<file path="src/rtl/tod_pkg.sv">
package tod_pkg;

    localparam int DIGIT_W    = 4;
    localparam int NUM_DIGITS = 6;

    typedef logic [DIGIT_W-1:0] bcd_t;

    // Per-position modulus limit: sec units, sec tens, min units,
    // min tens, hour units, hour tens.
    function automatic int digit_max(input int idx);
        case (idx)
            0:       return 9;
            1:       return 5;
            2:       return 9;
            3:       return 5;
            4:       return 9;
            default: return 2;
        endcase
    endfunction

endpackage

</file>
<file path="src/rtl/tod_digit.sv">
module tod_digit #(
    parameter int W   = 4,
    parameter int MAX = 9
) (
    input  logic         clk,
    input  logic         rst,
    input  logic         cnt_en,
    input  logic         clr,
    input  logic         ld,
    input  logic [W-1:0] ld_val,
    output logic [W-1:0] value,
    output logic         carry
);

    localparam logic [W-1:0] MAXV = W'(MAX);

    logic [W-1:0] ld_clamped;

    always_comb begin
        ld_clamped = (ld_val > MAXV) ? MAXV : ld_val;
    end

    always_ff @(posedge clk) begin
        if (rst)
            value <= '0;
        else if (ld)
            value <= ld_clamped;
        else if (clr)
            value <= '0;
        else if (cnt_en)
            value <= (value == MAXV) ? '0 : value + 1'b1;
    end

    assign carry = cnt_en && (value == MAXV);

    AST_DIGIT_IN_RANGE: assert property (@(posedge clk) disable iff (rst)
        value <= MAXV);
    AST_RESET_CLEARS: assert property (@(posedge clk)
        rst |=> value == '0);
    AST_LOAD_CLAMPED: assert property (@(posedge clk) disable iff (rst)
        (ld && ld_val > MAXV) |=> value == MAXV);
    AST_LOAD_TAKEN: assert property (@(posedge clk) disable iff (rst)
        (ld && ld_val <= MAXV) |=> value == $past(ld_val));
    AST_IDLE_HOLDS: assert property (@(posedge clk) disable iff (rst)
        (!ld && !clr && !cnt_en) |=> $stable(value));
    AST_CARRY_WRAPS: assert property (@(posedge clk) disable iff (rst)
        (carry && !ld) |=> value == '0);

endmodule

</file>
<file path="src/rtl/tod_hour_wrap.sv">
module tod_hour_wrap #(
    parameter int W         = 4,
    parameter int WRAP_TENS = 2,
    parameter int WRAP_ONES = 3
) (
    input  logic [W-1:0] hr_tens,
    input  logic [W-1:0] hr_ones,
    input  logic         min_carry,
    output logic         wrap
);

    localparam logic [W-1:0] TENS_V = W'(WRAP_TENS);
    localparam logic [W-1:0] ONES_V = W'(WRAP_ONES);

    always_comb begin
        wrap = min_carry && (hr_tens == TENS_V) && (hr_ones == ONES_V);
    end

endmodule

</file>
<file path="src/rtl/tod_counter_chain.sv">
module tod_counter_chain
    import tod_pkg::*;
#(
    parameter int HOUR_WRAP_TENS = 2,
    parameter int HOUR_WRAP_ONES = 3
) (
    input  logic               clk,
    input  logic               rst,
    input  logic               tick_1hz,
    input  logic               run,
    input  logic [DIGIT_W-1:0] load_val,
    input  logic [NUM_DIGITS-1:0] load_stb,
    output logic [DIGIT_W-1:0] sec_ones,
    output logic [DIGIT_W-1:0] sec_tens,
    output logic [DIGIT_W-1:0] min_ones,
    output logic [DIGIT_W-1:0] min_tens,
    output logic [DIGIT_W-1:0] hr_ones,
    output logic [DIGIT_W-1:0] hr_tens
);

    localparam int HOUR_LO = NUM_DIGITS - 2;
    localparam int HOUR_HI = NUM_DIGITS - 1;

    bcd_t                digit [NUM_DIGITS];
    logic [NUM_DIGITS:0] en_chain;
    logic                hour_wrap;

    assign en_chain[0] = tick_1hz && run;

    genvar gi;
    generate
        for (gi = 0; gi < NUM_DIGITS; gi++) begin : g_digit
            localparam int LIMIT = digit_max(gi);
            logic clr_this;
            if (gi >= HOUR_LO) begin : g_hour_clr
                assign clr_this = hour_wrap;
            end else begin : g_no_clr
                assign clr_this = 1'b0;
            end
            tod_digit #(
                .W   (DIGIT_W),
                .MAX (LIMIT)
            ) u_digit (
                .clk    (clk),
                .rst    (rst),
                .cnt_en (en_chain[gi]),
                .clr    (clr_this),
                .ld     (load_stb[gi]),
                .ld_val (load_val),
                .value  (digit[gi]),
                .carry  (en_chain[gi+1])
            );
        end
    endgenerate

    tod_hour_wrap #(
        .W         (DIGIT_W),
        .WRAP_TENS (HOUR_WRAP_TENS),
        .WRAP_ONES (HOUR_WRAP_ONES)
    ) u_wrap (
        .hr_tens   (digit[HOUR_HI]),
        .hr_ones   (digit[HOUR_LO]),
        .min_carry (en_chain[HOUR_LO]),
        .wrap      (hour_wrap)
    );

    assign sec_ones = digit[0];
    assign sec_tens = digit[1];
    assign min_ones = digit[2];
    assign min_tens = digit[3];
    assign hr_ones  = digit[HOUR_LO];
    assign hr_tens  = digit[HOUR_HI];

    AST_HOUR_WRAP_ONES: assert property (@(posedge clk) disable iff (rst)
        (hour_wrap && !load_stb[HOUR_LO]) |=> hr_ones == '0);
    AST_HOUR_WRAP_TENS: assert property (@(posedge clk) disable iff (rst)
        (hour_wrap && !load_stb[HOUR_HI]) |=> hr_tens == '0);
    AST_RUN_GATE: assert property (@(posedge clk) disable iff (rst)
        (!run && load_stb == '0) |=> ($stable(sec_ones) && $stable(min_ones)
                                      && $stable(hr_ones) && $stable(hr_tens)));
    AST_SEC_TENS_ORDER: assert property (@(posedge clk) disable iff (rst)
        (!load_stb[1] && sec_ones != 4'd9) |=> $stable(sec_tens));
    AST_MIN_ONES_ORDER: assert property (@(posedge clk) disable iff (rst)
        (!load_stb[2] && !(sec_tens == 4'd5 && sec_ones == 4'd9)) |=> $stable(min_ones));

endmodule

</file>
<file path="config.mk">
export PLATFORM = sky130hd
export DESIGN_NAME = tod_counter_chain
export DESIGN_NICKNAME = d
export VERILOG_FILES = /design/src/rtl/tod_pkg.sv /design/src/rtl/tod_digit.sv /design/src/rtl/tod_hour_wrap.sv /design/src/rtl/tod_counter_chain.sv
export SDC_FILE = /design/constraint.sdc
export NUM_CORES = 1
export LEC_CHECK = 0
export BUFFER_PORTS_ARGS = -buffer_cell sky130_fd_sc_hd__buf_2
export CAP_MARGIN = 20
export CORE_UTILIZATION = 30
export CTS_CLUSTER_DIAMETER = 30
export CTS_CLUSTER_SIZE = 16
export DETAILED_ROUTE_END_ITERATION = 12
export SETUP_SLACK_MARGIN = 0.2
export SLEW_MARGIN = 15
export SYNTH_ARGS = -nofsm -noshare
export SYNTH_HDL_FRONTEND = slang
export SYNTH_SLANG_ARGS = --single-unit
</file>
<file path="constraint.sdc">
create_clock -name clk -period 2.65 [get_ports clk]
set_input_delay 0 -clock clk [delete_from_list [all_inputs] [get_ports clk]]
set_output_delay 0 -clock clk [all_outputs]
set_load 0.005 [all_outputs]
</file>
==> summary by stage <==
Cells and area
More flip-flops sit in one register than any other, and that register is g_digit.u_digit.value. Cells with a size suffix above 1 make up 26.4% of the layout. The largest registers in the layout are g_digit.u_digit.value: 24 flops. The finished layout holds 283 standard cells, fillers aside.

The final layout contains 235 nets. Relative to the synthesized area, the layout overhead comes to 23.5%. The register with the most flip-flops in the layout has 24 of them. The repair_antennas step left the layout with diodes totalling 0. The final standard cell area without fillers is 1830 um2.

Synthesis
Synthesis handed over a netlist of 177 instances. The cell area after synthesis is 1480 um2. The total nets after synthesis is 195. The average footprint of a synthesized cell is 8.36 um2. The flop and latch count out of synthesis is 24. For this run, the leading register cell type out of synthesis is dfxtp_1. Counting flops with a built-in enable in the synthesized netlist gives 0.

The fraction of registers with async set/reset is 0%. Counting distinct cell types in the post-synthesis netlist gives 50. Of the synthesized area, sequential elements account for 32.5%.

Yosys printed 0 warnings.

Clocking
CTS built an H-tree with a depth of 1. The maximum clock insertion buffer count is 2. In this run, CTS created clock tree buffers numbering 3.

The post-CTS setup repair buffer count is 0. The tree is rooted in a clkbuf_8. The total number of clock tree sinks is 24. After clock tree synthesis, the clock-pin slew on the worst setup and hold paths is 90 ps.

TritonCTS built the clock tree. Clock latency on the worst-skew pair, taken at its later pin, is 270 ps.

Timing
The final sum of negative setup slack is 0 ps. The highest attainable clock frequency is 0.432 GHz. The final period utilization is 87.4%. The number of endpoints with negative hold slack in the final report came to 0.

The setup slack of the critical path after layout is 334 ps. The total count of max-transition violations in the final report is 0. Setup repair after global routing left no endpoint under its margin. The relative slew slack is 69.0%. Between clock sinks in the finished design, the worst skew comes to 8.90 ps. At the pin with the least slew margin, the transition time is 462 ps.

Setup violations remaining at the end of the flow were counted as 0. The final period demand of the worst path is 2320 ps.

Floorplanning
The floorplan die width is 72.2 um. The area enclosed by the die boundary is 5210 um2. The floorplan step defined a core boundary enclosing 4720 um2. The vertical die dimension is 72.2 um. The starting utilization of the core area is 31.3%.

The standard-cell row count is 25. Pin placement for this block handled 38 I/O pins.

Place
The count of buffers added on input and output ports is 37. At the placement stage, the worst setup path has a slack of 266 ps. The cell area reported after detailed placement is 1740 um2.

The congestion estimate from routability-driven global placement came to 0.790. The placed wire-length estimate after detailed placement is 2840 um. Including well taps, the total number of placed cells is 277.

Setup path
The critical path contains buffers and inverters numbering 0 combined. The slowest stage of the critical path is the or4b_4 cell. The nature of the critical path endpoint is a register. Traced cell by cell, the critical path runs through or3b_4, or4b_4, or3_4, o311ai_2, o41ai_2.

The largest delay contributor family on the critical path is simple AND/OR/NAND/NOR gates. The data required time of the critical path is 2810 ps. At the worst endpoint, the arrival time is 2470 ps. The critical path class is register to register. The largest single stage delay on the critical path is 560 ps. The type of origin of the critical path is a register. Along the worst path, the maximum fanout reaches 7.

GRT
For this run, the total global-route usage over all layers was measured as 15.3%. The via count of the first global-routing pass is 1340. The number of antenna violations at the first check in global routing was 0. The first-pass GRT wire length is 6350 um.

Entering global routing, the biggest net connects 23 pins. Summed over all layers, the global routing overflow is 0.

Pwr
The peak supply drop is 214 uV. Total power for the finished layout comes to 0.000796 W. The total power divided by cell area is 436 nW/um2. The analysis attributes to cell leakage a power of 0.725 nW.

Drt
The post-detailed-route count of antenna-violating nets is 0. For this block, the via count after detailed routing is 1481. The routed design has 3770 um of wire. The number of search-and-repair iterations in the first detailed-routing pass is 4. In the routed layout, each cell is associated on average with a via count of 5.23.

After detailed routing, the number of remaining DRC violations is 0. The first routing iteration left 89 violations. After detailed routing, the average wire length per cell comes to 13.3 um.

Outcome
The run finished with clean final reports.

Flow run
The tool flagged a number of max-cap violations equal to 0.

Worst hold path
The type of the most critical hold path is input pin to register.
worst register-to-register path: stages, from the launching register on:
cell and delay [ps]:
dfxtp_1 410, or3b_4 430, or4b_4 560, or3_4 400, o311ai_2 300, o41ai_2 110
layout make-up:
| type | count | area (um2) |
|---|---|---|
| Tap cell | 67 | 83.8 |
| Fill cell | 505 | 2900 |
| Multi-Input combinational cell | 138 | 950 |
| Sequential cell | 24 | 480 |
| Timing Repair Buffer | 42 | 228 |
| Inverter | 8 | 30.0 |
| Clock buffer | 4 | 55.1 |
where the power goes:
group,internal (W),switching [W],total (W)
Combinational,0.0000658,0.0000697,0.000136
Clock,0.000133,0.000119,0.000252
Sequential,0.000381,0.0000280,0.000409
Total,0.000579,0.000217,0.000796
kinds of logic after synthesis:
kind of cell             share of synthesized area [%]
AO/OA/AOI/OAI                                     26.3
XOR/XNOR                                          4.15
adder cells (fa/ha/maj)                           3.38
buffers and inverters                             4.06
flip-flops                                        32.5
multiplexers                                      2.12
AND/OR/NAND/NOR                                   27.5
what timing repair did:
action | in CTS | in global routing
hold endpoints to repair | 3 | 0
hold buffers | 2 | 0
gates resized for setup | 0 | 2
setup endpoints to repair | 0 | 3
worst paths after layout:
check	slack, ps	cells past startpoint	end	start
worst min register to register	550	1	g_digit[5].u_digit.value[2]	g_digit[5].u_digit.value[2]
worst max register to register	330	5	g_digit[5].u_digit.value[3]	g_digit[1].u_digit.value[2]
worst max-delay path	330	5	g_digit[5].u_digit.value[3]	g_digit[1].u_digit.value[2]
worst min-delay path	1	2	g_digit[3].u_digit.value[3]	load_stb[3]
per-layer routing:
metal  global-route usage (%)  wire, um  up-vias
li1                         -         -      746
met1                     20.9      1810      688
met2                     24.6      1710       43
met3                     2.92       192        4
met4                     4.58        51        0
met5                        0         0        -
cell usage in the layout (no fill, tap or decap), drive strengths merged, types with 3 or more instances in the layout:
cell    instances
and3            3
nor2           16
nand2          13
clkbuf          4
ha              4
a211oi         15
o21ai           4
o21a            3
nor3b           3
a21oi           7
xnor2           6
nor3            8
nand3           8
buf            40
o31ai           3
a31oi           5
and2            3
a221oi          3
o41ai           3
dfxtp          24
inv             8
synthesized netlist by cell type (2+ instances only):
cell type,n,area share (%)
nor3_2,2,1.4
o21ai_0,4,1.4
nor3_1,6,2.0
nand2b_1,2,0.85
o22ai_1,2,0.85
nor3b_1,3,1.5
inv_1,8,2.0
dfxtp_1,24,32
o31ai_1,3,1.5
xnor2_1,6,3.6
a21oi_1,7,2.4
clkbuf_1,2,0.51
a221oi_1,3,1.8
nor2b_1,2,0.85
nand3_1,8,2.7
ha_1,4,3.4
mux2i_1,2,1.4
buf_1,2,0.51
and2_1,3,1.3
and3_1,3,1.3
buf_2,3,1.0
nor2_1,16,4.1
nand2_1,13,3.3
a211oi_1,15,7.6
o41ai_1,2,1.2
a31oi_1,5,2.1
or2_2,2,0.85
o21a_1,3,1.5
per-stage QoR:
stage / utilization, % / hold WS, ps
after global routing: 38.7 / 16.5
final: 38.7 / 1.26
after detailed placement: 36.8 / 278
after floorplan: - / 77.4
after CTS: 38.4 / 0.0453
after global placement: 36.8 / 276
No activity file was read; power rests on OpenSTA's default activity.
